### config.mk
export PLATFORM = sky130hd
export DESIGN_NAME = prd_table_builder
export DESIGN_NICKNAME = d
export VERILOG_FILES = /design/src/rtl/prd_gen_pkg.sv /design/src/rtl/prd_chunk_calc.sv /design/src/rtl/prd_slot_tracker.sv /design/src/rtl/prd_table_builder.sv
export SDC_FILE = /design/constraint.sdc
export NUM_CORES = 1
export LEC_CHECK = 0
export ABC_AREA = 1
export BUFFER_PORTS_ARGS = -buffer_cell sky130_fd_sc_hd__clkbuf_2
export CORE_ASPECT_RATIO = 0.6
export CORE_MARGIN = 2
export CORE_UTILIZATION = 45
export DETAILED_ROUTE_END_ITERATION = 10
export MAX_ROUTING_LAYER = met4
export PLACE_DENSITY_LB_ADDON = 0.3
export SLEW_MARGIN = 30
export SYNTH_ARGS = -nofsm -noshare
export SYNTH_HDL_FRONTEND = slang
export SYNTH_SLANG_ARGS = --single-unit
### constraint.sdc
create_clock -name clk -period 4.7 [get_ports clk]
set_clock_uncertainty 0.15 [all_clocks]
set_input_delay 0 -clock clk [delete_from_list [all_inputs] [get_ports clk]]
set_output_delay 0 -clock clk [all_outputs]
set_load 0.03 [all_outputs]
### src/rtl/prd_gen_pkg.sv
package prd_gen_pkg;
  localparam int unsigned WORD_W = 32;
  localparam logic [16:0] WIN_BYTES = 17'h10000;
  localparam logic [16:0] HALF_WIN  = 17'h08000;
  localparam int unsigned END_BIT = 31;

  typedef enum logic [2:0] {
    ST_TAKE, ST_ADDR, ST_CNT, ST_PATCH, ST_DRAIN, ST_DONE
  } prd_state_e;

  typedef enum logic [1:0] {
    RES_NONE, RES_OK, RES_OVF, RES_EMPTY
  } prd_result_e;
endpackage

### src/rtl/prd_chunk_calc.sv
module prd_chunk_calc
  import prd_gen_pkg::*;
#(
  parameter int unsigned LEN_W = 32
) (
  input  logic [WORD_W-1:0] cur_addr,
  input  logic [LEN_W-1:0]  remain,
  input  logic              alt_fmt,
  input  logic              final_seg,
  output logic [16:0]       chunk,
  output logic              seg_end,
  output logic [WORD_W-1:0] cnt_word
);
  logic [16:0] to_bnd;
  logic [16:0] raw;
  logic [15:0] alt_q;

  always_comb begin
    // distance to the next 64 KB window edge
    to_bnd = WIN_BYTES - {1'b0, cur_addr[15:0]};
    raw    = (remain >= LEN_W'(to_bnd)) ? to_bnd : remain[16:0];
    // standard format cannot encode a full window: halve it
    chunk  = (!alt_fmt && raw == WIN_BYTES) ? HALF_WIN : raw;
    seg_end = (remain == LEN_W'(chunk));
    alt_q  = {2'b00, chunk[15:2]} - 16'd1;
    if (alt_fmt) cnt_word = {alt_q, 16'h0000};
    else         cnt_word = {final_seg && seg_end, 15'd0, chunk[15:0]};
  end
endmodule

### src/rtl/prd_slot_tracker.sv
module prd_slot_tracker #(
  parameter int unsigned MAX_ENTRIES = 256,
  parameter int unsigned CNT_W = $clog2(MAX_ENTRIES + 1),
  parameter int unsigned IDX_W = $clog2(2 * MAX_ENTRIES)
) (
  input  logic             clk,
  input  logic             rst_n,
  input  logic             clear,
  input  logic             bump,
  output logic [CNT_W-1:0] used,
  output logic             full,
  output logic [IDX_W-1:0] addr_idx,
  output logic [IDX_W-1:0] cnt_idx,
  output logic [IDX_W-1:0] prev_cnt_idx
);
  always_ff @(posedge clk) begin
    if (!rst_n || clear) used <= '0;
    else if (bump)       used <= used + 1'b1;
  end

  always_comb begin
    full         = (used == CNT_W'(MAX_ENTRIES));
    addr_idx     = IDX_W'({used, 1'b0});
    cnt_idx      = addr_idx | IDX_W'(1);
    prev_cnt_idx = addr_idx - IDX_W'(1);
  end
endmodule

### src/rtl/prd_table_builder.sv
module prd_table_builder
  import prd_gen_pkg::*;
#(
  parameter int unsigned MAX_ENTRIES = 256,
  parameter int unsigned LEN_W = 32,
  localparam int unsigned CNT_W = $clog2(MAX_ENTRIES + 1),
  localparam int unsigned IDX_W = $clog2(2 * MAX_ENTRIES)
) (
  input  logic              clk,
  input  logic              rst_n,
  input  logic              alt_fmt,
  input  logic              seg_valid,
  output logic              seg_ready,
  input  logic [31:0]       seg_addr,
  input  logic [LEN_W-1:0]  seg_len,
  input  logic              seg_last,
  output logic              tbl_we,
  output logic [IDX_W-1:0]  tbl_waddr,
  output logic [31:0]       tbl_wdata,
  output logic              done,
  output logic              done_ok,
  output logic              done_overflow,
  output logic              done_empty,
  output logic [CNT_W-1:0]  entry_total
);
  prd_state_e  state;
  prd_result_e result;
  logic [WORD_W-1:0] cur_addr;
  logic [LEN_W-1:0]  remain;
  logic              seg_fin;
  logic [WORD_W-1:0] last_cnt_word;

  logic [16:0]       chunk;
  logic              seg_end;
  logic [WORD_W-1:0] cnt_word;
  logic [CNT_W-1:0]  used;
  logic              full;
  logic [IDX_W-1:0]  addr_idx, cnt_idx, prev_cnt_idx;
  logic              take;

  prd_chunk_calc #(.LEN_W(LEN_W)) u_calc (
    .cur_addr  (cur_addr),
    .remain    (remain),
    .alt_fmt   (alt_fmt),
    .final_seg (seg_fin),
    .chunk     (chunk),
    .seg_end   (seg_end),
    .cnt_word  (cnt_word)
  );

  prd_slot_tracker #(.MAX_ENTRIES(MAX_ENTRIES), .CNT_W(CNT_W), .IDX_W(IDX_W)) u_slots (
    .clk          (clk),
    .rst_n        (rst_n),
    .clear        (state == ST_DONE),
    .bump         (state == ST_CNT),
    .used         (used),
    .full         (full),
    .addr_idx     (addr_idx),
    .cnt_idx      (cnt_idx),
    .prev_cnt_idx (prev_cnt_idx)
  );

  always_comb begin
    seg_ready = (state == ST_TAKE) || (state == ST_DRAIN);
    take      = seg_valid && seg_ready;
    tbl_we    = 1'b0;
    tbl_waddr = '0;
    tbl_wdata = '0;
    case (state)
      ST_ADDR: begin
        tbl_we    = !full;
        tbl_waddr = addr_idx;
        tbl_wdata = cur_addr;
      end
      ST_CNT: begin
        tbl_we    = 1'b1;
        tbl_waddr = cnt_idx;
        tbl_wdata = cnt_word;
      end
      ST_PATCH: begin
        tbl_we    = 1'b1;
        tbl_waddr = prev_cnt_idx;
        tbl_wdata = last_cnt_word | (WORD_W'(1) << END_BIT);
      end
      default: ;
    endcase
    done          = (state == ST_DONE);
    done_ok       = done && (result == RES_OK);
    done_overflow = done && (result == RES_OVF);
    done_empty    = done && (result == RES_EMPTY);
    entry_total   = done_ok ? used : '0;
  end

  always_ff @(posedge clk) begin
    if (!rst_n) begin
      state         <= ST_TAKE;
      result        <= RES_NONE;
      cur_addr      <= '0;
      remain        <= '0;
      seg_fin       <= 1'b0;
      last_cnt_word <= '0;
    end else begin
      case (state)
        ST_TAKE: if (take) begin
          if (seg_len == '0) begin
            if (seg_last) begin
              if (used == '0) begin
                result <= RES_EMPTY;
                state  <= ST_DONE;
              end else if (!alt_fmt) begin
                state  <= ST_PATCH;
              end else begin
                result <= RES_OK;
                state  <= ST_DONE;
              end
            end
          end else begin
            cur_addr <= seg_addr;
            remain   <= seg_len;
            seg_fin  <= seg_last;
            state    <= ST_ADDR;
          end
        end
        ST_ADDR: begin
          if (full) begin
            result <= RES_OVF;
            state  <= seg_fin ? ST_DONE : ST_DRAIN;
          end else begin
            state  <= ST_CNT;
          end
        end
        ST_CNT: begin
          last_cnt_word <= cnt_word;
          cur_addr      <= cur_addr + WORD_W'(chunk);
          remain        <= remain - LEN_W'(chunk);
          if (seg_end) begin
            if (seg_fin) begin
              result <= RES_OK;
              state  <= ST_DONE;
            end else begin
              state  <= ST_TAKE;
            end
          end else begin
            state <= ST_ADDR;
          end
        end
        ST_PATCH: begin
          result <= RES_OK;
          state  <= ST_DONE;
        end
        ST_DRAIN: if (take && seg_last) state <= ST_DONE;
        ST_DONE:  state <= ST_TAKE;
        default:  state <= ST_TAKE;
      endcase
    end
  end
endmodule

* Word-level counts from Yosys, hierarchy flattened
Cells that the tools add are included.
W data, S select, Z words.
** Word-level totals
- Bits of input ports :: 69
- Logic and storage cells :: 91
- Register bits after elaboration :: 110
- Output and inout bits :: 56
** Cells by class
- Bitwise operators :: 1
- Muxes and demuxes :: 33
- $add $sub $neg :: 6
- Eq/ne operators :: 21
- Reduce and logical (&&, ||, !) cells :: 22
- Order comparisons :: 1
** Operators by type and width (count)
- $mux W32 :: 5
- $pmux W32 S2 :: 2
- $pmux W32 S3 :: 1
- $mux W17 :: 2
- $add A32 B17 Y32 :: 1
- $eq A32 B17 Y1 :: 1
- $ge A32 B17 Y1 :: 1
- $logic_not A32 Y1 :: 1
- $sub A32 B17 Y32 :: 1
- $mux W3 :: 9
- $pmux W9 S3 :: 1
- $eq A17 B17 Y1 const B :: 1
- $sub A17 B16 Y17 const A :: 1
- $mux W2 :: 8
- $pmux W3 S5 :: 1
- $sub A14 B1 Y15 const B :: 1
- $ne A2 B2 Y1 const B :: 6
- $add A9 B1 Y9 const B :: 1
- $eq A9 B9 Y1 const B :: 1
- $logic_not A9 Y1 :: 1
- $mux W9 :: 1
- $reduce_and A3 Y1 :: 3
- $sub A9 B1 Y9 const B :: 1
- $pmux W2 S4 :: 1
- 19 further kinds :: 32

* Depth between registers and ports, before layout
- Depth after elaboration :: 10
- Gate-level depth with buffers :: 39
- Gate-level depth less buffers :: 38

* Hierarchy
Synthesis repeated with hierarchy kept, for this count alone.
** Second synthesis, totals
- Cell total of the unflattened synthesis :: 1974
- Area, all modules :: 11278.3 µm²
** By module, submodules not included
- prd_table_builder :: cells an instance 1472, instances 1, area an instance 8513.2 µm², seq. area each 2021.9 µm²
- prd_chunk_calc :: cells an instance 394, instances 1, area an instance 2025.7 µm², seq. area each 0.0 µm²
- prd_slot_tracker :: cells an instance 108, instances 1, area an instance 739.5 µm², seq. area each 180.2 µm²

* Worst setup path before layout
Ideal clock, no wire load.
- Path kind :: reg2out
- Start point :: register cur_addr[1]
- End point :: output tbl_wdata[31]
- Cell stages (with the launch flop) :: 29
- Data arrival time :: 5.312 ns
- Data required time :: 4.550 ns
- Setup slack :: -0.762 ns
- Buffers on the path :: 1
- Cell sequence :: dfxtp_1 inv_1 ha_1 nand3_1 nor2_1 xor2_1 inv_1 ha_1 nand2_1 nor2_1 nand2_1 o21bai_1 nor2_2 nand3_4 nand2_8 buf_12 nand2_4 nand2_4 nor2_2 nand2_1 nor2_1 nand2_1 nand2_2 inv_1 ha_1 nand2_1 nor4_1 nand4_1 o311ai_0
** On the way
- Word-level cells in the longest chain between the ends :: 10
- Elaborated cells between the ends (all ways) :: 11
- Those cells by class :: add/sub: 2; order compare: 1; eq/ne: 2; mux: 4; reduce/logical: 2
** Ends and longest elaborated chain
- from (decl) :: RTL line prd_table_builder.sv:28 : logic [WORD_W-1:0] cur_addr;
- from (signal assigned) :: RTL line prd_table_builder.sv:118 : cur_addr <= seg_addr;
- from (signal assigned) :: RTL line prd_table_builder.sv:134 : cur_addr <= cur_addr + WORD_W'(chunk);
- $sub A17 B16 Y17 * :: RTL line prd_chunk_calc.sv:20 : to_bnd = WIN_BYTES - {1'b0, cur_addr[15:0]};
- $ge A32 B17 Y1 :: RTL line prd_chunk_calc.sv:21 : raw = (remain >= LEN_W'(to_bnd)) ? to_bnd : remain[16:0];
- $mux W17 * :: RTL line prd_chunk_calc.sv:21
- $eq A17 B17 Y1 :: RTL line prd_chunk_calc.sv:23 : chunk = (!alt_fmt && raw == WIN_BYTES) ? HALF_WIN : raw;
- $logic_and A1 B1 Y1 :: RTL line prd_chunk_calc.sv:23
- $mux W17 * :: RTL line prd_chunk_calc.sv:23
- branches (longest 2 deep; another with $sub A14 B1 Y15)
- $mux W32 * :: RTL line prd_chunk_calc.sv:26 : if (alt_fmt) cnt_word = {alt_q, 16'h0000};
- $pmux W32 S3 * :: RTL line prd_table_builder.sv:69 : case (state)
- to (decl) :: RTL line prd_table_builder.sv:19 : output logic [31:0] tbl_wdata,
Mark *: on every way between the ends.

* Worst setup path after layout
- Start point :: register cur_addr[0]
- End point :: output tbl_wdata[31]
Same word-level chain as after synthesis.

==> flow_summary.ini <==
[run_status]
outcome = complete, but fails checks
violations = negative setup slack

[floorplanning]
ios = 125
die_h_um = 117
fp.dieArea_um2 = 22400
num_rows = 41
start_util_pct = 45.6
core_area_um2 = 20900
die_w_um = 192

[setup_path]
startpoint_type = flip-flop
critPathMaxFanout = 8
cp_slowest_stage_delay_ns = 0.34
worst_setup_path_end_kind = primary output
cp_slowest_cell = dfxtp_2
arrival_ns = 5.39
cp.required_ns = 4.55
path_class = flip-flop to primary output

[detailed_routing]
antenna_left = 0
drt-initial-drc-count = 1373
drc = 0
first_pass_iters = 8
drt_wl_total_um = 42000
post_drt_wl_per_cell_um = 18.7
vias = 12700
via_per_inst = 5.66

[finish]
final_common_cell = nand2_1
nets = 2094
mostFrequentLayoutCells = nand2_1 (321), buf_4 (269), inv_1 (133)
area_growth_syn_to_layout_pct = 61.5
fin_area_um2 = 15400
drive_gt1_share_pct = 38.9
regArea_um2 = 2210
fillerInstances = 1600
multi_input_area_um2 = 7980

[synthesis]
synth_cells = 1495
synth-seq-cells = 110
synth.avg_cell_area_um2 = 6.37
synth_area_um2 = 9530
ys_types = 58
yosysSeqAreaShare_pct = 23.1
ys_warn_count = 0
synthesis.nets = 1623

[timing]
setup_ws_ns = -0.844
rsz0062_at_grt = yes
setup_viol = 55
relSlewSlack_pct = 33.2
tightest_slew_ns = 1.00
max_freq_ghz = 0.180
fin_crit_sh_pct = 118
tns_ns = -24.45
hold_viol = 0
fin_hold_ws_ns = 0.0340
fin_crit_ns = 5.54
slew_violations = 0

[grt]
grt_use_total_pct = 36.2
grt_max_degree = 84
grt_pass1_vias = 11400
grt_pass1_wl_um = 60700
overflow = 0
antenna_found_initial = 0

[place]
hpwl_um = 27700
gp_congestion = 0.967
place_area_um2 = 11900
port_buffers = 124

[power]
vdd_drop_max_uv = 274
power.density_nw_per_um2 = 493
power.leakage_nw = 6.96
power_mw = 7.58

[clock_network]
worstSkewPairLatency_ns = 0.38
cts.sinks = 110
root_buffer = clkbuf_16
numCtsBuffers = 9
htreeDepth = 3
cts_buffer_depth = 2
clkTransAtPathRegs_ns = 0.08
cts_tree = yes

[min_path]
hold_class = primary input to flip-flop

[flow_run]
maxCapViolCount = 0
==> metal layers <==
metal	wire (um)	vias to the layer above	global-route usage (%)
li1	-	6017	-
met2	17900	652	51.5
met5	0	-	-
met3	4180	102	7.99
met1	18500	5961	50.7
met4	1440	0	10.8
==> synthesized netlist by cell type (all sizes together) <==
| library cell | number | share of area, % |
|---|---|---|
| a22oi | 30 | 2.4 |
| nor4 | 17 | 1.1 |
| fa | 2 | 0.42 |
| buf | 10 | 0.77 |
| and3 | 1 | 0.066 |
| a221oi | 6 | 0.55 |
| a211oi | 15 | 1.2 |
| o22ai | 5 | 0.33 |
| nor2 | 136 | 5.8 |
| clkinv | 2 | 0.079 |
| or2 | 6 | 0.39 |
| o21ai | 87 | 5.0 |
| nand4 | 23 | 1.6 |
| o311ai | 1 | 0.092 |
| nand3b | 2 | 0.16 |
| nor3b | 3 | 0.24 |
| o221ai | 7 | 0.64 |
| o21bai | 14 | 1.1 |
| a41oi | 1 | 0.092 |
| nand2 | 397 | 17 |
| xnor2 | 9 | 0.83 |
| dfxtp | 110 | 23 |
| o32ai | 2 | 0.18 |
| a31o | 2 | 0.18 |
| ha | 57 | 7.5 |
| a2111oi | 1 | 0.092 |
| clkbuf | 42 | 1.7 |
| xor2 | 28 | 2.6 |
| a21o | 6 | 0.47 |
| a21boi | 1 | 0.079 |
| o2111ai | 1 | 0.092 |
| a21oi | 142 | 7.5 |
| a31oi | 13 | 0.85 |
| o21a | 17 | 1.3 |
| nand3 | 84 | 4.8 |
| inv | 162 | 6.4 |
| and2 | 2 | 0.13 |
| nor3 | 35 | 2.1 |
| o211ai | 16 | 1.3 |
==> kinds of logic (layout without fill, tap and decap cells) <==
kind of cell,after synthesis,after routing,synth area share [%]
other cells,0,1,0
xor+xnor,37,37,3.40
fa+ha+maj,59,59,7.91
simple gates,706,707,33.3
compound gates,367,367,23.4
flops,110,110,23.1
buf+inv,216,691,8.89
==> where the power goes <==
part / switching [mW] / internal [mW]
registers: 0.157 / 1.03
clock network: 0.402 / 0.363
logic: 2.98 / 2.66
==> repair_timing <==
action	CTS	global route
hold buffers	66	0
cloned	1	0
endpoints found under the hold margin	66	0
buffers inserted	88	44
pin swaps	101	128
gates resized for setup	178	213
setup endpoints to repair	55	68
==> worst paths after layout <==
kind	start	endpoint	slack (ns)	cells after the start
max	cur_addr[0]	tbl_wdata[31]	-0.84	29
min	seg_addr[31]	cur_addr[31]	0.03	4
max reg2reg	cur_addr[0]	cur_addr[28]	-0.75	35
min reg2reg	last_cnt_word[18]	last_cnt_word[18]	0.32	2
==> area by class of cell <==
type | instances | share of cell area, %
sequential | 110 | 14.3
tap | 279 | 2.27
antenna | 1 | 0.0163
timing repair buffer | 511 | 25.7
multi-input combinational | 1170 | 51.9
inverter | 164 | 4.10
clock inverter | 5 | 0.228
clock buffer | 11 | 1.51
==> metrics by stage <==
stage	std cells	setup slack (ns)	util, %
after global routing	2250	-1.05	73.7
after floorplan	1495	0.0388	-
after CTS	2216	-0.568	67.9
final	2251	-0.844	73.7
after detailed placement	2054	-0.643	57.2
after global placement	2054	-0.517	57.2
==> critical path, delay by kind of cell, from the launching register on <==
family | cells | cell delay (ns)
buffers and inverters | 9 | 1.22
AND/OR/NAND/NOR | 16 | 2.68
adder cells (fa/ha/maj) | 3 | 0.57
AO/OA/AOI/OAI | 1 | 0.21
flip-flops | 1 | 0.34
==> sequential cells by signal, indices dropped and copies added, names as in the netlist <==
register and count:
cur_addr 32, remain 32, result 2, seg_fin 1
u_slots.used 9, state 3, last_cnt_word 31
Power figures use the tool's default switching activity.
